`src/rtl/priv_legal_pkg.sv`:
```
package priv_legal_pkg;
  localparam int unsigned MODE_W = 3;
  localparam int unsigned XS_W   = 2;
  localparam int unsigned FRM_W  = 3;
  localparam int unsigned INV_W  = 2;
  localparam int unsigned N_CBE  = 2;   // enable bit 0 zero, bit 1 clean/flush

  localparam logic [MODE_W-1:0] MODE_M  = 3'd0;
  localparam logic [MODE_W-1:0] MODE_HS = 3'd1;
  localparam logic [MODE_W-1:0] MODE_HU = 3'd2;
  localparam logic [MODE_W-1:0] MODE_VS = 3'd3;
  localparam logic [MODE_W-1:0] MODE_VU = 3'd4;

  localparam logic [XS_W-1:0]  XS_OFF    = 2'b00;
  localparam logic [INV_W-1:0] INV_FLUSH = 2'b01;
  localparam logic [INV_W-1:0] INV_FULL  = 2'b11;

  localparam int unsigned CLS_AT_FENCE = 0;
  localparam int unsigned CLS_HG_FENCE = 1;
  localparam int unsigned CLS_HV_FENCE = 2;
  localparam int unsigned CLS_HLSV     = 3;
  localparam int unsigned CLS_WFI      = 4;
  localparam int unsigned CLS_FP       = 5;
  localparam int unsigned CLS_VEC      = 6;
  localparam int unsigned CLS_FRM      = 7;
  localparam int unsigned CLS_CBO_BASE = 8;
  localparam int unsigned CLS_CBO_INV  = CLS_CBO_BASE + N_CBE;
  localparam int unsigned N_SYS        = 5;
  localparam int unsigned N_CLS        = CLS_CBO_INV + 1;

  typedef struct packed {
    logic m;
    logic hs;
    logic hu;
    logic vs;
    logic vu;
  } mode_dec_t;

  function automatic mode_dec_t decode_mode(logic [MODE_W-1:0] code);
    mode_dec_t d;
    d.hs = (code == MODE_HS);
    d.hu = (code == MODE_HU);
    d.vs = (code == MODE_VS);
    d.vu = (code == MODE_VU);
    d.m  = !(d.hs || d.hu || d.vs || d.vu);  // unused codes act as M
    return d;
  endfunction

  function automatic logic inv_is_off(logic [INV_W-1:0] f);
    return (f != INV_FLUSH) && (f != INV_FULL);
  endfunction

  function automatic logic inv_is_flush(logic [INV_W-1:0] f);
    return f == INV_FLUSH;
  endfunction
endpackage

```
`src/rtl/plc_sys_rules.sv`:
```
module plc_sys_rules
  import priv_legal_pkg::*;
(
  input  mode_dec_t        md_i,
  input  logic             tvm_i,
  input  logic             tw_i,
  input  logic             vtvm_i,
  input  logic             vtw_i,
  input  logic             hu_acc_i,
  output logic [N_SYS-1:0] ill_o,
  output logic [N_SYS-1:0] virt_o
);
  logic tvm_trap;
  assign tvm_trap = (md_i.hs && tvm_i) || md_i.hu;

  always_comb begin
    ill_o  = '0;
    virt_o = '0;
    ill_o [CLS_AT_FENCE] = tvm_trap;
    virt_o[CLS_AT_FENCE] = (md_i.vs && vtvm_i) || md_i.vu;
    ill_o [CLS_HG_FENCE] = tvm_trap;
    virt_o[CLS_HG_FENCE] = md_i.vs || md_i.vu;
    ill_o [CLS_HV_FENCE] = md_i.hu;
    virt_o[CLS_HV_FENCE] = md_i.vs || md_i.vu;
    ill_o [CLS_HLSV]     = md_i.hu && !hu_acc_i;
    virt_o[CLS_HLSV]     = md_i.vs || md_i.vu;
    ill_o [CLS_WFI]      = md_i.hu || (!md_i.m && tw_i);
    virt_o[CLS_WFI]      = !tw_i && (md_i.vu || (md_i.vs && vtw_i));
  end
endmodule

```
`config.mk`:
```
export PLATFORM = sky130hd
export DESIGN_NAME = plc_sys_rules
export DESIGN_NICKNAME = d
export VERILOG_FILES = /design/src/rtl/priv_legal_pkg.sv /design/src/rtl/plc_sys_rules.sv
export SDC_FILE = /design/constraint.sdc
export NUM_CORES = 1
export LEC_CHECK = 0
export BUFFER_PORTS_ARGS = -buffer_cell sky130_fd_sc_hd__buf_2
export CAP_MARGIN = 40
export CORE_AREA = 2 2 39 41
export DETAILED_ROUTE_END_ITERATION = 10
export DIE_AREA = 0 0 41 43
export PLACE_DENSITY = 0.3
export SLEW_MARGIN = 30
export SYNTH_ARGS = -nofsm -noshare
export SYNTH_HDL_FRONTEND = slang
export SYNTH_SLANG_ARGS = --single-unit
```
`constraint.sdc`:
```
create_clock -name vclk -period 0.8
set_clock_uncertainty 0.05 [all_clocks]
set_input_delay 0.04 -clock vclk [all_inputs]
set_output_delay 0.04 -clock vclk [all_outputs]
set_load 0.05 [all_outputs]
```
# ---- After elaboration in Yosys (flattened, before gate mapping)
# Index checks and enable logic that the tools add are counted.
# W data, S select, Z words.
dict set report word_totals {
  register_bits 0
  latch_bits 0
  out_inout_bits 10
  ram_bits 0
  n_memories 0
  rom_bits 0
}
dict set report classes {
  multipliers 0
  eq_ne 0
  n_reduce_logical 14
  shift 0
  addsub 0
  muxes 0
  n_div 0
  order_cmp 0
  bitwise_logic 0
}
# op count
set ops {}
lappend ops {{$logic_and A1 B1 Y1} 6}
lappend ops {{$logic_or A1 B1 Y1} 5}
lappend ops {{$logic_not A1 Y1} 3}

# ---- Depth between registers and ports, before layout
# Gate-level depths: netlist (run 1).
dict set report logic_depth {
  word_depth 3
  mapped_depth 2
}

# ---- Worst setup path before layout (run 1)
# No wires, ideal clock.
dict set report synth_path {
  path_type {in2out}
  startpoint {in md_i[2] in the netlist's numbering}
  endpoint {out ill_o[3]}
  t_arrival_ns 0.747
  path_stages 1
  required_ns 0.710
  path_slack_ns -0.037
  cell_sequence {nor2b_1}
}
dict set report synth_via {
  elab_chain_cells 1
}
# item line_no
set synth_rtl {}
lappend synth_rtl {{start, declared} plc_sys_rules.sv:4} ;# input mode_dec_t md_i,
lappend synth_rtl {{$logic_and A1 B1 Y1} plc_sys_rules.sv:25} ;# ill_o [CLS_HLSV] = md_i.hu && !hu_acc_i;
lappend synth_rtl {{end, declared} plc_sys_rules.sv:10} ;# output logic [N_SYS-1:0] ill_o,
# Every way passes these cells.

# ---- Worst setup path in the final report (run 1)
dict set report layout_path {
  startpoint {in md_i[1] in the netlist's numbering}
  endpoint {out virt_o[1]}
}
dict set report layout_via {
  elab_chain_cells 1
}
# item line_no
set layout_rtl {}
lappend layout_rtl {{$logic_or A1 B1 Y1} plc_sys_rules.sv:22} ;# virt_o[CLS_HG_FENCE] = md_i.vs || md_i.vu;
lappend layout_rtl {{end, declared} plc_sys_rules.sv:11} ;# output logic [N_SYS-1:0] virt_o
# Every way passes these cells.

==> qor.txt, run 1 <==
Status: complete, no violations
Fin cells: 44
Clk network pwr share: 0
Most common cell after layout, fill and taps aside: buf_2
Max-slew violations: 0
Area growth, synth to finish: 101%
Endpoint class of the critical path: output port
# clk buffers: 0
Initial antenna violation count: 0
CP max FO: 3
Gate power share: 1.000
Yosys warns: 0
Routed len/inst: 9.50 um
Max_cap viols: 0
# setup viols final: 0
Global route total overflow: 0
Syn_area_per_cell: 6.64 um^2
Dominant cells by area after synthesis: buf_4 43%, a21o_1 17%, a21o_2 10%
ANT cells: 0
Core Region: 1380 um^2
Required @ worst endpoint: 0.71 ns
Die Span Y: 43 um
RSZ-0062 raised after global routing: false
Area after DPL: 174 um^2
Slew of the pin with the lowest slew margin: 0.261 ns
Switching power: 0.138 mW
Initial Util: 0.0624
Setup ws final: 0.0326 ns
WS Path Type: in -> out
Fin. Hold Viols: 0
Hold crit path type: in -> out
Flop pwr share: 0
PD cells: 1080 nW/um^2
Post-synth top area share: 0.435
Total power: 0.188 mW
Crit path top cell by count: buf_2
PortBufs: 20
Mapped Cells: 13
Yosys top cell by area: buf_4
DR vias/cell: 3.02
TNS Setup: 0 ns
Final min period: 0.767 ns
Vias: 133
Max Freq: 1300 MHz
Num rows: 14
CP Data Arrival Time: 0.68 ns
Final net count: 40
Post-route ant nets: 0
Final GP Congestion: 0.572
FF+latch count: 0
Final Instance Area: 174 um^2
Mapped Nets: 23
Routed wire length: 418 um
Initial DRC Count: 1
DIE AREA: 1760 um^2
DRT Pass-1 Iters: 2
Overall die width: 41 um
LEAKAGE: 0.107 nW
Slew HR: 0.827
Vias in the first global route: 102
Crit path max-delay cell type: or2_2
Period utilization: 0.959
Fraction of layout instances using a drive strength above 1: 0.857
Switching fraction of total power: 0.736
Fin util: 0.126
Post-synth cell types: 8
Pre-CTS setup slack: 0.0285 ns
Dpl cells: 44
Overall Global Routing Usage: 0.0390
Peak supply drop: 0.216 mV
Num ports: 20
Final hold slack: 0.338 ns
First-pass GRT wire length: 455 um
Pin count of the biggest net entering global routing: 5
Resize count post-CTS: 0
Storage element area: 0 um^2
Sequential share of the synthesized area: 0
DR DRC count: 0
Crit start category: input port
# hold bufs at CTS: 0
Crit-path cells: buf_2, or2_2, buf_2
Pint: 0.0497 mW
Most frequent cells in the layout: 20 x buf_2, 2 x a21o_1
Worst path max stage delay: 0.31 ns
Post-CTS setup buffers: 0
Synthesized area: 86.3 um^2
[cells in the mapped netlist]
library cell / count
nor2_1: 1
or2_1: 1
nor2b_1: 1
a21o_1: 2
buf_4: 5
a21oi_1: 1
inv_1: 1
a21o_2: 1
[metal layers]
layer / GRT usage / vias up / share of wire
met5: 0 / - / 0
met4: 0 / 0 / 0
met3: 0.0524 / 0 / 0.39
met2: 0.0313 / 20 / 0.16
met1: 0.0601 / 46 / 0.44
li1: - / 67 / -
[final cells by class]
type | count | area (um^2)
inverter | 1 | 3.75
timing repair buffer | 20 | 100
multi-input combinational | 7 | 50.0
fill | 161 | 1210
tap | 16 | 20.0
[worst max-delay path: cells and delay by family]
family	cells	cell delay (ns)
buffers and inverters	2	0.33
and+or+nand+nor	1	0.31
[power groups by stage]
stage          combinational, mW  clock [mW]  sequential [mW]
2_1_floorplan              0.150           0                0
3_3_place_gp               0.189           0                0
3_5_place_dp               0.189           0                0
4_1_cts                    0.189           0                0
5_1_grt                    0.197           0                0
6_report                   0.188           0                0
[logic make-up (layout without fill, tap and decap cells)]
kind of cell,Yosys count,in the layout,share of synthesized area
compound gates,4,4,0.333
buf+inv,6,21,0.478
simple gates,3,3,0.188
[final timing paths]
path,cells after the start,from,end
max,3,md_i[1],virt_o[1]
min,3,hu_acc_i,ill_o[3]
Note: power is estimated with default switching activity, not from simulation.
==> inputs of run 2 (changes only) <==
--- a/config.mk
+++ b/config.mk
@@ -10,7 +10,8 @@
 export CORE_AREA = 2 2 39 41
 export DETAILED_ROUTE_END_ITERATION = 10
 export DIE_AREA = 0 0 41 43
-export PLACE_DENSITY = 0.3
+export PLACE_DENSITY = 0.38
+export REMOVE_ABC_BUFFERS = 1
 export SLEW_MARGIN = 30
 export SYNTH_ARGS = -nofsm -noshare
 export SYNTH_HDL_FRONTEND = slang
==> qor.txt, run 2 (synthesized netlist as in run 1, its figures left out) <==
Most common cell after layout, fill and taps aside: buf_2
Worst path max stage delay: 0.23 ns
Crit-path cells: buf_2, or2_1, buf_2
Crit path buffers/inverters: 2
Overall die width: 41 um
Crit path max-delay cell type: or2_1
Routed len/inst: 5.66 um
Max-slew violations: 0
Hold crit path type: in -> out
Final net count: 40
Core Region: 1380 um^2
Crit path top cell by count: buf_2
Routed wire length: 249 um
Global route total overflow: 0
LEAKAGE: 0.106 nW
FF+latch count: 0
Endpoint class of the critical path: output port
Slew of the pin with the lowest slew margin: 0.254 ns
# setup viols final: 0
DR vias/cell: 2.82
Most frequent cells in the layout: 20 x buf_2, 2 x a21o_1
Post-CTS setup buffers: 0
Area after DPL: 169 um^2
Max Freq: 1460 MHz
RSZ-0062 raised after global routing: false
Storage element area: 0 um^2
Peak supply drop: 0.172 mV
# hold bufs at CTS: 0
DRT Pass-1 Iters: 1
Num rows: 14
Final min period: 0.687 ns
Resize count post-CTS: 0
Slew HR: 0.832
DIE AREA: 1760 um^2
First-pass GRT wire length: 289 um
Crit start category: input port
TNS Setup: 0 ns
Status: complete, no violations
CP max FO: 3
# clk buffers: 0
Required @ worst endpoint: 0.71 ns
CP Data Arrival Time: 0.60 ns
Initial DRC Count: 0
Num ports: 20
CP delay by family, top: buffers and inverters
Die Span Y: 43 um
Fraction of layout instances using a drive strength above 1: 0.750
DR DRC count: 0
Vias: 124
Overall Global Routing Usage: 0.0220
Final GP Congestion: 0.555
Final Instance Area: 169 um^2
Dpl cells: 44
Fin. Hold Viols: 0
Period utilization: 0.858
Fin cells: 44
WS Path Type: in -> out
Pin count of the biggest net entering global routing: 5
Area of the multi-input gates: 45.0 um^2
Initial Util: 0.0624
Max_cap viols: 0
Area growth, synth to finish: 95.7%
PD cells: 1060 nW/um^2
Vias in the first global route: 80
Post-route ant nets: 0
Initial antenna violation count: 0
PortBufs: 20
ANT cells: 0
Fill count: 167
-- run 2: layer usage --
metal | vias up | global-route usage | share of wire
met5 | - | 0 | 0
met4 | 0 | 0 | 0
met3 | 0 | 0 | 0.016
met2 | 1 | 0.0438 | 0.69
met1 | 54 | 0.0253 | 0.29
li1 | 69 | - | -
-- run 2: power by group --
| part | switching (mW) | internal, mW | leakage, nW |
|---|---|---|---|
| Clock | 0 | 0 | 0 |
| Sequential | 0 | 0 | 0 |
| Combinational | 0.132 | 0.0476 | 0.106 |
-- run 2: final timing paths --
check	start	endpoint	slack (ns)	cells after the start
setup / recovery	md_i[1]	virt_o[2]	0.11	3
hold / removal	hu_acc_i	ill_o[3]	0.33	3
-- run 2: layout make-up --
class,count,share of cell area
Multi-Input combinational cell,7,0.267
Tap cell,16,0.119
Timing Repair Buffer,20,0.593
Inverter,1,0.0222
-- run 2: metrics by stage --
step	util	hold WS (ns)	setup slack, ns	total power [mW]
2_1_floorplan	-	0.0300	-0.331	0.117
3_3_place_gp	0.122	0.333	0.107	0.182
3_5_place_dp	0.122	0.334	0.108	0.181
4_1_cts	0.122	0.334	0.109	0.181
5_1_grt	0.122	0.345	0.0817	0.188
6_report	0.122	0.332	0.113	0.180
